[config.mk]
export PLATFORM = sky130hd
export DESIGN_NAME = pwm_pair_timer
export DESIGN_NICKNAME = d
export VERILOG_FILES = /design/src/rtl/pwm_pkg.sv /design/src/rtl/pwm_regs.sv /design/src/rtl/pwm_datapath.sv /design/src/rtl/pwm_ctrl.sv /design/src/rtl/pwm_pair_timer.sv
export SDC_FILE = /design/constraint.sdc
export NUM_CORES = 1
export LEC_CHECK = 0
export CAP_MARGIN = 10
export CORE_ASPECT_RATIO = 1.4
export CORE_MARGIN = 8
export CORE_UTILIZATION = 48
export CTS_CLUSTER_SIZE = 25
export DETAILED_ROUTE_END_ITERATION = 7
export PLACE_DENSITY = 0.66
export SLEW_MARGIN = 15
export SYNTH_ARGS = -nofsm -noshare
export SYNTH_HDL_FRONTEND = slang
export SYNTH_HIERARCHICAL = 1
export SYNTH_SLANG_ARGS = --single-unit
[constraint.sdc]
create_clock -name clk -period 3.3 [get_ports clk]
set_clock_uncertainty 0.1 [all_clocks]
set_input_delay 0.66 -clock clk [delete_from_list [all_inputs] [get_ports clk]]
set_output_delay 0.66 -clock clk [all_outputs]
set_load 0.005 [all_outputs]
[src/rtl/pwm_pkg.sv]
package pwm_pkg;

  // Register addresses; the block decodes these on every write.
  localparam int ADDR_CTRL   = 0;
  localparam int ADDR_PERIOD = 1;
  localparam int ADDR_HIGH   = 2;

  // Strobes from the control to the counter datapath.
  typedef struct packed {
    logic reload;      // load both counters from the holding registers
    logic stepPeriod;  // decrement the period counter
    logic stepHigh;    // decrement the high-time counter
    logic endHigh;     // high time has run out: drop the output
  } strobe_t;

endpackage

[src/rtl/pwm_regs.sv]
module pwm_regs #(
  parameter int LOAD_W = 32,
  parameter int ADDR_W = 2
) (
  input  logic              clk,
  input  logic              rstN,
  input  logic              wrEn,
  input  logic [ADDR_W-1:0] wrAddr,
  input  logic [LOAD_W-1:0] wrData,
  output logic              enable,
  output logic [LOAD_W-1:0] loadPeriod,
  output logic [LOAD_W-1:0] loadHigh
);
  import pwm_pkg::*;

  localparam logic [ADDR_W-1:0] A_CTRL   = ADDR_W'(ADDR_CTRL);
  localparam logic [ADDR_W-1:0] A_PERIOD = ADDR_W'(ADDR_PERIOD);
  localparam logic [ADDR_W-1:0] A_HIGH   = ADDR_W'(ADDR_HIGH);

  logic hitCtrl, hitPeriod, hitHigh;

  always_comb begin
    hitCtrl   = wrEn && (wrAddr == A_CTRL);
    hitPeriod = wrEn && (wrAddr == A_PERIOD);
    hitHigh   = wrEn && (wrAddr == A_HIGH);
  end

  always_ff @(posedge clk) begin
    if (!rstN) begin
      enable     <= 1'b0;
      loadPeriod <= '0;
      loadHigh   <= '0;
    end else begin
      if (hitCtrl)   enable     <= wrData[0];
      if (hitPeriod) loadPeriod <= wrData;
      if (hitHigh)   loadHigh   <= wrData;
    end
  end

  // a write to any unmapped address leaves every register unchanged
  p_unmapped_ignored_r8: assert property (@(posedge clk) disable iff (!rstN)
    (wrEn && !hitCtrl && !hitPeriod && !hitHigh) |=>
      ($stable(enable) && $stable(loadPeriod) && $stable(loadHigh)));

  // a period write lands exactly the written word
  p_period_write_r8: assert property (@(posedge clk) disable iff (!rstN)
    hitPeriod |=> (loadPeriod == $past(wrData)));

endmodule

[src/rtl/pwm_datapath.sv]
module pwm_datapath #(
  parameter int LOAD_W = 32
) (
  input  logic              clk,
  input  logic              rstN,
  input  pwm_pkg::strobe_t  strb,
  input  logic [LOAD_W-1:0] loadPeriod,
  input  logic [LOAD_W-1:0] loadHigh,
  output logic              periodZero,
  output logic              highZero,
  output logic              highLive
);
  // One extra bit so that an all-ones load plus one still fits.
  localparam int CNT_W = LOAD_W + 1;

  logic [CNT_W-1:0] pCnt, hCnt;
  logic [CNT_W-1:0] pStart, hStart;

  // Counting from load+1 down to zero spans load+2 cycles.
  always_comb begin
    pStart = {1'b0, loadPeriod} + CNT_W'(1);
    hStart = {1'b0, loadHigh}   + CNT_W'(1);
  end

  always_ff @(posedge clk) begin
    if (!rstN) begin
      pCnt     <= CNT_W'(1);
      hCnt     <= CNT_W'(1);
      highLive <= 1'b1;
    end else if (strb.reload) begin
      pCnt     <= pStart;
      hCnt     <= hStart;
      highLive <= 1'b1;
    end else begin
      if (strb.stepPeriod) pCnt <= pCnt - CNT_W'(1);
      if (strb.stepHigh)   hCnt <= hCnt - CNT_W'(1);
      if (strb.endHigh)    highLive <= 1'b0;
    end
  end

  always_comb begin
    periodZero = (pCnt == '0);
    highZero   = (hCnt == '0);
  end

  // a reload takes the value held in the load register at that edge
  p_reload_takes_load_r6: assert property (@(posedge clk) disable iff (!rstN)
    strb.reload |=> (pCnt == {1'b0, $past(loadPeriod)} + CNT_W'(1)));

  // between boundaries the period counter falls by exactly one
  p_period_step_r3: assert property (@(posedge clk) disable iff (!rstN)
    strb.stepPeriod |=> (pCnt == $past(pCnt) - CNT_W'(1)));

  // every new period opens with the output level high
  p_high_rise_r7: assert property (@(posedge clk) disable iff (!rstN)
    strb.reload |=> highLive);

  // once dropped, the high level stays down until the next reload
  p_low_holds_r4: assert property (@(posedge clk) disable iff (!rstN)
    (!highLive && !strb.reload) |=> !highLive);

endmodule

[src/rtl/pwm_ctrl.sv]
module pwm_ctrl (
  input  logic             enable,
  input  logic             periodZero,
  input  logic             highZero,
  input  logic             highLive,
  output pwm_pkg::strobe_t strb,
  output logic             pwmOut
);

  logic running;

  always_comb begin
    running         = enable && !periodZero;
    // Idle or at the last cycle of a period: load the next period.
    strb.reload     = !enable || periodZero;
    strb.stepPeriod = running;
    strb.stepHigh   = running && !highZero;
    strb.endHigh    = running && highZero;
    pwmOut          = enable && highLive;
  end

  // the strobes never ask for a reload and a step together
  always_comb begin
    p_strobe_excl_r5: assert ($onehot0({strb.reload, strb.stepPeriod}));
  end

endmodule

[src/rtl/pwm_pair_timer.sv]
module pwm_pair_timer #(
  parameter int LOAD_W = 32,
  parameter int ADDR_W = 2
) (
  input  logic              clk,
  input  logic              rstN,
  input  logic              wrEn,
  input  logic [ADDR_W-1:0] wrAddr,
  input  logic [LOAD_W-1:0] wrData,
  output logic              pwmOut
);
  import pwm_pkg::*;

  logic              enable;
  logic [LOAD_W-1:0] loadPeriod, loadHigh;
  logic              periodZero, highZero, highLive;
  strobe_t           strb;

  pwm_regs #(.LOAD_W(LOAD_W), .ADDR_W(ADDR_W)) i_regs (
    .clk(clk), .rstN(rstN), .wrEn(wrEn), .wrAddr(wrAddr), .wrData(wrData),
    .enable(enable), .loadPeriod(loadPeriod), .loadHigh(loadHigh)
  );

  pwm_datapath #(.LOAD_W(LOAD_W)) i_datapath (
    .clk(clk), .rstN(rstN), .strb(strb),
    .loadPeriod(loadPeriod), .loadHigh(loadHigh),
    .periodZero(periodZero), .highZero(highZero), .highLive(highLive)
  );

  pwm_ctrl i_ctrl (
    .enable(enable), .periodZero(periodZero), .highZero(highZero),
    .highLive(highLive), .strb(strb), .pwmOut(pwmOut)
  );

  // in the cycle after the flag is cleared the pin is low
  p_disable_low_r2: assert property (@(posedge clk) disable iff (!rstN)
    $fell(enable) |-> !pwmOut);

  // in the cycle after the flag is set the pin is high
  p_enable_high_r7: assert property (@(posedge clk) disable iff (!rstN)
    $rose(enable) |-> pwmOut);

endmodule

==> results.md, run 1 <==
- Status: finished clean
- Via count: 6,170
- Vias per inst: 5.70
- Met3 wire length: 637 um
- FF-to-FF End: i_datapath/hCnt[25]$_SDFFE_PN0P_
- Wire length per cell: 17.8 um
- Die Area: 0.0194 sq mm
- Register area share after synthesis: 36.3%
- Worst Hold Class: reg2reg
- Pins Over Slew Limit: 0
- Lkg Pwr: 3.15 nW
- Leading cell types in the layout, fill and taps excluded: 138 x nand2_1, 132 x dfxtp_1, 67 x xnor2_1
- XOR/XNOR share of the synthesized area: 13.5%
- Worst VDD drop: 0.000324 V
- Distinct cells, synth: 51
- Switch Pwr: 1.07 mW
- Placed cell area: 0.00776 sq mm
- Detailed-route DRC error count: 0
- Worst Setup End Kind: register
- Worst Path Arrival: 3.35 ns
- R2R Path Start: i_datapath/hCnt[0]$_SDFFE_PN1P_
- Initial DRC Count: 346
- CP Class: reg2reg
- Worst hold path endpoint: i_datapath/highLive$_SDFFE_PP1P_
- CTS tree: done
- Pint: 2.80 mW
- Worst Setup Start Kind: register
- Syn Area/Cell: 8.53 sq um
- Synth Area in Compound Gates: 8.39%
- Setup TNS: 0 ns
- TritonCTS Buffers: 17
- Synthesized instance count: 853
- Wire length on met2: 9400 um
- Core ar.: 0.0149 sq mm
- Fin crit share: 94.2%
- Die X: 120 um
- Max Fanout on Critical Path: 6
- Power Dens Cells: 463 mW/mm^2
- Placer Congestion: 0.904
- Worst hold path startpoint: i_datapath/highLive$_SDFFE_PP1P_
- Synth Area in Adders: 0.688%
- Post-CTS Setup Inserts: 0
- First-pass GRT wire length: 31,400 um
- Relative slew slack: 56.1%
- Vias in the first global route: 5,945
- Initial antenna violation count: 0
- ANT cells: 0
- Die height: 162 um
- Largest net degree at the start of global routing: 76
- GRT Total Usage: 20.2%
- Fin. Hold Viols: 0
- Mux cell area share after synthesis: 9.08%
- Starting Density: 48.8%
- Area Growth Syn to Fin: 14.7%
- Primary FF master, synth: dfxtp_1
- Number of antenna-violating nets in the routed design: 0
- Commonest non-fill, non-tap cell in the layout: nand2_1
- H-tree levels: 4
- Clk sink count: 132
- Worst R2R Path Depth: 12
- Peak Freq: 322 MHz
- 1st-pass router iterations: 5
- Largest family of logic cells by synthesized area: simple AND/OR/NAND/NOR gates
- Reg power frac: 44.3%
- Synthesized flop and latch total: 132
- Post-Route WL: 19,300 um
- Met1 WL: 8690 um
- PortBufs: 37
- Netlist Area Pre-Place: 0.00728 sq mm
- Combinational share of power: 9.2%
- Final min period: 3.11 ns
- Number of synthesized flops with an enable pin: 0
- Final setup violating endpoints: 0
- Switching share of total power: 27.6%
- Final instance area: 0.00835 sq mm
- Detailed Place HPWL: 14,400 um
- Std-Cell Rows: 53
- Max clock buf depth: 2
- Max-cap viol count: 0
- Least-Margin Pin Slew: 0.654 ns
- Fraction of layout cells with a size suffix above 1: 7.30%
- Simple-Gate Fraction of Synth Area: 27.6%
- Worst-Skew Late Latency: 0.42 ns
- I/O pin count: 38
- Max Used Layer: met4
- Ys Warns: 6
- RSZ-0062 raised after global routing: true
- Worst endpoint required time: 3.54 ns
- Mapped Nets: 894
- Ys async rst share: 0%
- Clock Pin Slew Worst Setup and Hold Paths: 0.07 ns
- Worst Hold Depth: 2
- Total gr overflow: 0
- Clock power frac: 46.5%
- Clk root buf: clkbuf_16
- Fillers: 1,399
- Reg-to-reg setup timing slack: 0.19 ns
- Post-layout nets: 919
==> power by group through the flow <==
stage	clock network [mW]	logic, mW	registers, mW
floorplan	0	0.250	1.72
global placement	0	0.350	1.75
detailed placement	0	0.351	1.75
CTS	1.83	0.354	1.71
global route	1.90	0.389	1.72
finish	1.80	0.356	1.71
==> layout make-up <==
cell class | instances | area [sq um] | share of cell area, %
sequential | 132 | 2640 | 31.7
inverter | 9 | 33.8 | 0.405
clock buffer | 17 | 425 | 5.10
multi-input combinational | 663 | 4340 | 52.0
timing repair buffer | 55 | 528 | 6.33
tap | 192 | 240 | 2.88
clock inverter | 15 | 138 | 1.65
==> kinds of logic (layout without fill, tap and decap cells) <==
group | Yosys count | after routing
compound gates | 89 | 89
xor+xnor | 112 | 112
fa+ha+maj | 4 | 4
buf+inv | 58 | 96
flops | 132 | 132
mux | 66 | 66
simple gates | 392 | 392
==> registers in the layout (all words and copies together) (netlist names) <==
signal	flops
i_regs/enable	1
i_datapath/highLive	1
i_datapath/pCnt	33
i_regs/loadHigh	32
i_regs/loadPeriod	32
i_datapath/hCnt	33
==> critical path, stage by stage (launching register included) <==
cell,delay [ns]
dfxtp_1,0.38
inv_1,0.06
ha_1,0.23
or3b_2,0.21
nor4_2,0.05
nand3_1,0.07
nor3_1,0.06
nor3b_2,0.28
or4b_2,0.69
nor2_1,0.35
nand4_1,0.17
xor2_1,0.19
o22ai_1,0.18
==> through the flow <==
stage	power, mW	util (%)	std cells	setup slack, ns	hold slack [ns]
floorplan	1.97	-	853	0.241	0.356
global placement	2.10	52.0	1051	0.112	0.374
detailed placement	2.10	52.0	1051	0.107	0.380
CTS	3.90	55.8	1083	0.0977	0.390
global route	4.01	55.9	1083	-0.0142	0.408
finish	3.87	55.9	1083	0.190	0.385
==> cell usage after synthesis, types with 3 or more instances <==
cell type | number | area share (%)
a21oi_1 | 9 | 0.62
or4_1 | 9 | 0.93
o31a_1 | 4 | 0.48
inv_1 | 8 | 0.41
mux2i_1 | 66 | 9.1
nand2_1 | 139 | 7.2
ha_1 | 4 | 0.69
nor2b_1 | 4 | 0.34
or3_1 | 12 | 1.0
nor4_1 | 21 | 1.8
nand3_1 | 31 | 2.1
xnor2_1 | 67 | 8.1
o31ai_1 | 3 | 0.31
buf_6 | 5 | 0.77
dfxtp_1 | 132 | 36
clkbuf_1 | 29 | 1.5
buf_2 | 7 | 0.48
o21a_1 | 4 | 0.41
or4_4 | 3 | 0.46
and3_1 | 12 | 1.0
o211a_1 | 6 | 0.83
o22ai_1 | 32 | 2.8
o21ai_0 | 10 | 0.69
and4_1 | 15 | 1.8
buf_1 | 3 | 0.15
nor2_1 | 36 | 1.9
buf_12 | 3 | 0.83
and2_1 | 7 | 0.60
nand4_1 | 33 | 2.8
a211oi_1 | 14 | 1.4
xor2_1 | 45 | 5.4
and3b_1 | 3 | 0.36
nor3_1 | 53 | 3.6
==> worst max path at each step <==
stage	to	startpoint	cells past startpoint	slack (ns)
after floorplan	i_datapath/pCnt[19]$_SDFFE_PN0P_	i_datapath/pCnt[23]$_SDFFE_PN0P_	12	0.24
after global placement	i_datapath/hCnt[30]$_SDFFE_PN0P_	i_datapath/pCnt[11]$_SDFFE_PN0P_	10	0.11
after detailed placement	i_datapath/hCnt[30]$_SDFFE_PN0P_	i_datapath/hCnt[0]$_SDFFE_PN1P_	12	0.11
after CTS	i_datapath/hCnt[30]$_SDFFE_PN0P_	i_datapath/hCnt[0]$_SDFFE_PN1P_	12	0.1
after global routing	i_datapath/hCnt[30]$_SDFFE_PN0P_	i_datapath/pCnt[11]$_SDFFE_PN0P_	10	-0.01
final	i_datapath/hCnt[25]$_SDFFE_PN0P_	i_datapath/hCnt[0]$_SDFFE_PN1P_	12	0.19
==> routing by layer <==
layer	vias to the layer above	track usage (%)
met5	-	0
met4	0	8.60
met3	26	3.09
met2	130	33.9
met1	2890	25.1
li1	3124	-
==> repair_timing <==
action	4_1_cts	5_1_grt
resized for setup	0	4
setup endpoints to repair	0	20
hold buffers	0	0
hold endpoints to repair	0	0
No activity file was read; power rests on OpenSTA's default activity.
==> run 2, diff against run 1 <==
--- a/config.mk
+++ b/config.mk
@@ -11,7 +11,7 @@
 export CORE_UTILIZATION = 48
 export CTS_CLUSTER_SIZE = 25
 export DETAILED_ROUTE_END_ITERATION = 7
-export PLACE_DENSITY = 0.66
+export PLACE_DENSITY = 0.65
 export SLEW_MARGIN = 15
 export SYNTH_ARGS = -nofsm -noshare
 export SYNTH_HDL_FRONTEND = slang
==> results.md, run 2 (same netlist as run 1, synthesis figures left out) <==
- 1st-pass router iterations: 5 (unchanged)
- H-tree levels: 4 (unchanged)
- CTS tree: done
- Final min period: 3.18 ns (+0.0736 ns)
- Vias in the first global route: 6,274 (+5.5%)
- Worst Hold Depth: 2 (unchanged)
- Max-cap viol count: 0 (unchanged)
- Worst endpoint required time: 3.55 ns (about the same)
- Fraction of layout cells with a size suffix above 1: 7.28% (-0.016 points)
- Placer Congestion: 0.879 (-2.7%)
- FF-to-FF End: i_datapath/hCnt[19]$_SDFFE_PN0P_
- Worst slack, placed: 0.121 ns (+0.0139 ns)
- Detailed-route DRC error count: 0 (unchanged)
- Vias per inst: 5.87 (+3.1%)
- GRT Total Usage: 20.6% (+0.42 points)
- Reg-to-reg setup timing slack: 0.12 ns (-0.07 ns)
- Worst Setup End Kind: register
- Final instance area: 0.00837 sq mm (+0.34%)
- First-pass GRT wire length: 32,000 um (+2.0%)
- Status: finished clean
- Worst R2R Path Depth: 10 (-2)
- Largest registers: i_datapath/hCnt x33, i_datapath/pCnt x33
- Largest net degree at the start of global routing: 46 (-39%)
- Post-layout nets: 921 (+0.22%)
- Wire length per cell: 18.3 um (+3.1%)
- R2R Path Start: i_datapath/pCnt[11]$_SDFFE_PN0P_
- Fin crit share: 96.5% (+2.2 points)
- Worst hold path endpoint: i_datapath/highLive$_SDFFE_PP1P_
- Lkg Pwr: 3.16 nW (+0.45%)
- Post-Route WL: 19,900 um (+3.3%)
- Non-filler cells in the finished layout: 1,085 (+0.18%)
- Die height: 162 um (unchanged)
- Peak Freq: 314 MHz (-2.3%)
- Post-CTS Setup Inserts: 0 (unchanged)
- Via count: 6,370 (+3.2%)
- DP Cell Count: 1,053 (+0.19%)
- CP Class: reg2reg
- PortBufs: 37 (unchanged)
- Worst-Skew Late Latency: 0.42 ns (about the same)
- Std-Cell Rows: 53 (unchanged)
- Starting Density: 48.8% (unchanged)
- Power Total: 4.04 mW (+4.4%)
- Core ar.: 0.0149 sq mm (unchanged)
- Final setup margin: 0.117 ns (-0.0736 ns)
- Placed cell area: 0.00775 sq mm (-0.13%)
- Fin. Hold Viols: 0 (unchanged)
- Initial antenna violation count: 0 (unchanged)
- Pins Over Slew Limit: 0 (unchanged)
- Final core utilization: 56.1% (+0.19 points)
- Relative slew slack: 52.1% (-3.9 points)
- Area Growth Syn to Fin: 15.1%
- Die Area: 0.0194 sq mm (unchanged)
- Leading cell types in the layout, fill and taps excluded: 139 x nand2_1, 132 x dfxtp_1, 67 x xnor2_1
- Worst Setup Start Kind: register
- TritonCTS Buffers: 17 (unchanged)
- Total gr overflow: 0 (unchanged)
- Clock Pin Slew Worst Setup and Hold Paths: 0.07 ns (about the same)
- Number of antenna-violating nets in the routed design: 0 (unchanged)
- Initial DRC Count: 355 (+2.6%)
- Clk root buf: clkbuf_16
- Power Dens Cells: 482 mW/mm^2 (+4.0%)
- Worst Path Arrival: 3.44 ns (+0.09 ns)
- Die X: 120 um (unchanged)
- I/O pin count: 38 (unchanged)
- ANT cells: 0 (unchanged)
- Worst VDD drop: 0.000385 V (+19%)
- Clk sink count: 132 (unchanged)
- Max Fanout on Critical Path: 6 (unchanged)
- Max clock buf depth: 2 (unchanged)
- Worst hold path startpoint: i_datapath/highLive$_SDFFE_PP1P_
- Final setup violating endpoints: 0 (unchanged)
- Detailed Place HPWL: 15,000 um (+4.4%)
- Fillers: 1,390 (-0.64%)
- Commonest non-fill, non-tap cell in the layout: nand2_1
- Least-Margin Pin Slew: 0.712 ns (+0.0575 ns)
- Worst Hold Class: reg2reg
- RSZ-0062 raised after global routing: true
run 2: cell count changes in the layout (fill, tap and decap cells not counted), sizes merged:
cell	delta
inv	-1
clkinv	-1
bufinv	+2
buf	+2
run 2: critical path: stages (launching register included):
cell,delay [ns]
dfxtp_1,0.41
or4_4,0.19
or2_1,0.21
nor4_2,0.09
buf_4,0.16
nor3b_2,0.32
or4b_2,0.68
nor2_1,0.40
nand4_1,0.20
xor2_1,0.20
o22ai_1,0.14
run 2: timing repair:
| action | 4_1_cts | 5_1_grt |
|---|---|---|
| endpoints found under the setup margin | 0 | 26 |
| hold buffers | 0 | 0 |
| resized for setup | 0 | 2 |
run 2: worst max-delay path by stage:
stage	from	end	slack [ns]	depth (start not counted)
CTS	i_datapath/hCnt[0]$_SDFFE_PN1P_	i_datapath/hCnt[30]$_SDFFE_PN0P_	0.09	12
finish	i_datapath/pCnt[11]$_SDFFE_PN0P_	i_datapath/hCnt[19]$_SDFFE_PN0P_	0.12	10
floorplan	i_datapath/pCnt[23]$_SDFFE_PN0P_	i_datapath/pCnt[19]$_SDFFE_PN0P_	0.24	12
global placement	i_datapath/hCnt[0]$_SDFFE_PN1P_	i_datapath/hCnt[30]$_SDFFE_PN0P_	0.18	12
global route	i_datapath/hCnt[0]$_SDFFE_PN1P_	i_datapath/hCnt[7]$_SDFFE_PN0P_	-0.07	12
detailed placement	i_datapath/hCnt[0]$_SDFFE_PN1P_	i_datapath/hCnt[30]$_SDFFE_PN0P_	0.12	12
run 2: metal layers:
| layer | global-route usage, % | vias up | part of all wire (%) |
|---|---|---|---|
| li1 | - | 3125 | - |
| met1 | 24.9 | 3041 | 43 |
| met2 | 35.6 | 169 | 50 |
| met3 | 3.68 | 35 | 4.2 |
| met4 | 7.81 | 0 | 2.6 |
| met5 | 0 | - | 0 |
run 2: area by class of cell:
type	instances	area (sq um)	area share, %
Clock inverter	15	184	2.20
Timing Repair Buffer	57	518	6.19
Clock buffer	17	425	5.08
Multi-Input combinational cell	663	4330	51.7
Sequential cell	132	2640	31.6
Tap cell	192	240	2.87
Inverter	9	33.8	0.403
run 2: through the flow:
stage / setup TNS (ns) / hold WS (ns)
after floorplan: 0 / 0.356
after global placement: 0 / 0.370
after detailed placement: 0 / 0.376
after CTS: 0 / 0.387
after global routing: -0.375 / 0.415
final: 0 / 0.384
run 2: report_power, final:
group	total (mW)	switching (mW)	internal, mW
registers	1.72	0.0703	1.64
clock network	1.96	0.813	1.15
logic	0.358	0.200	0.157
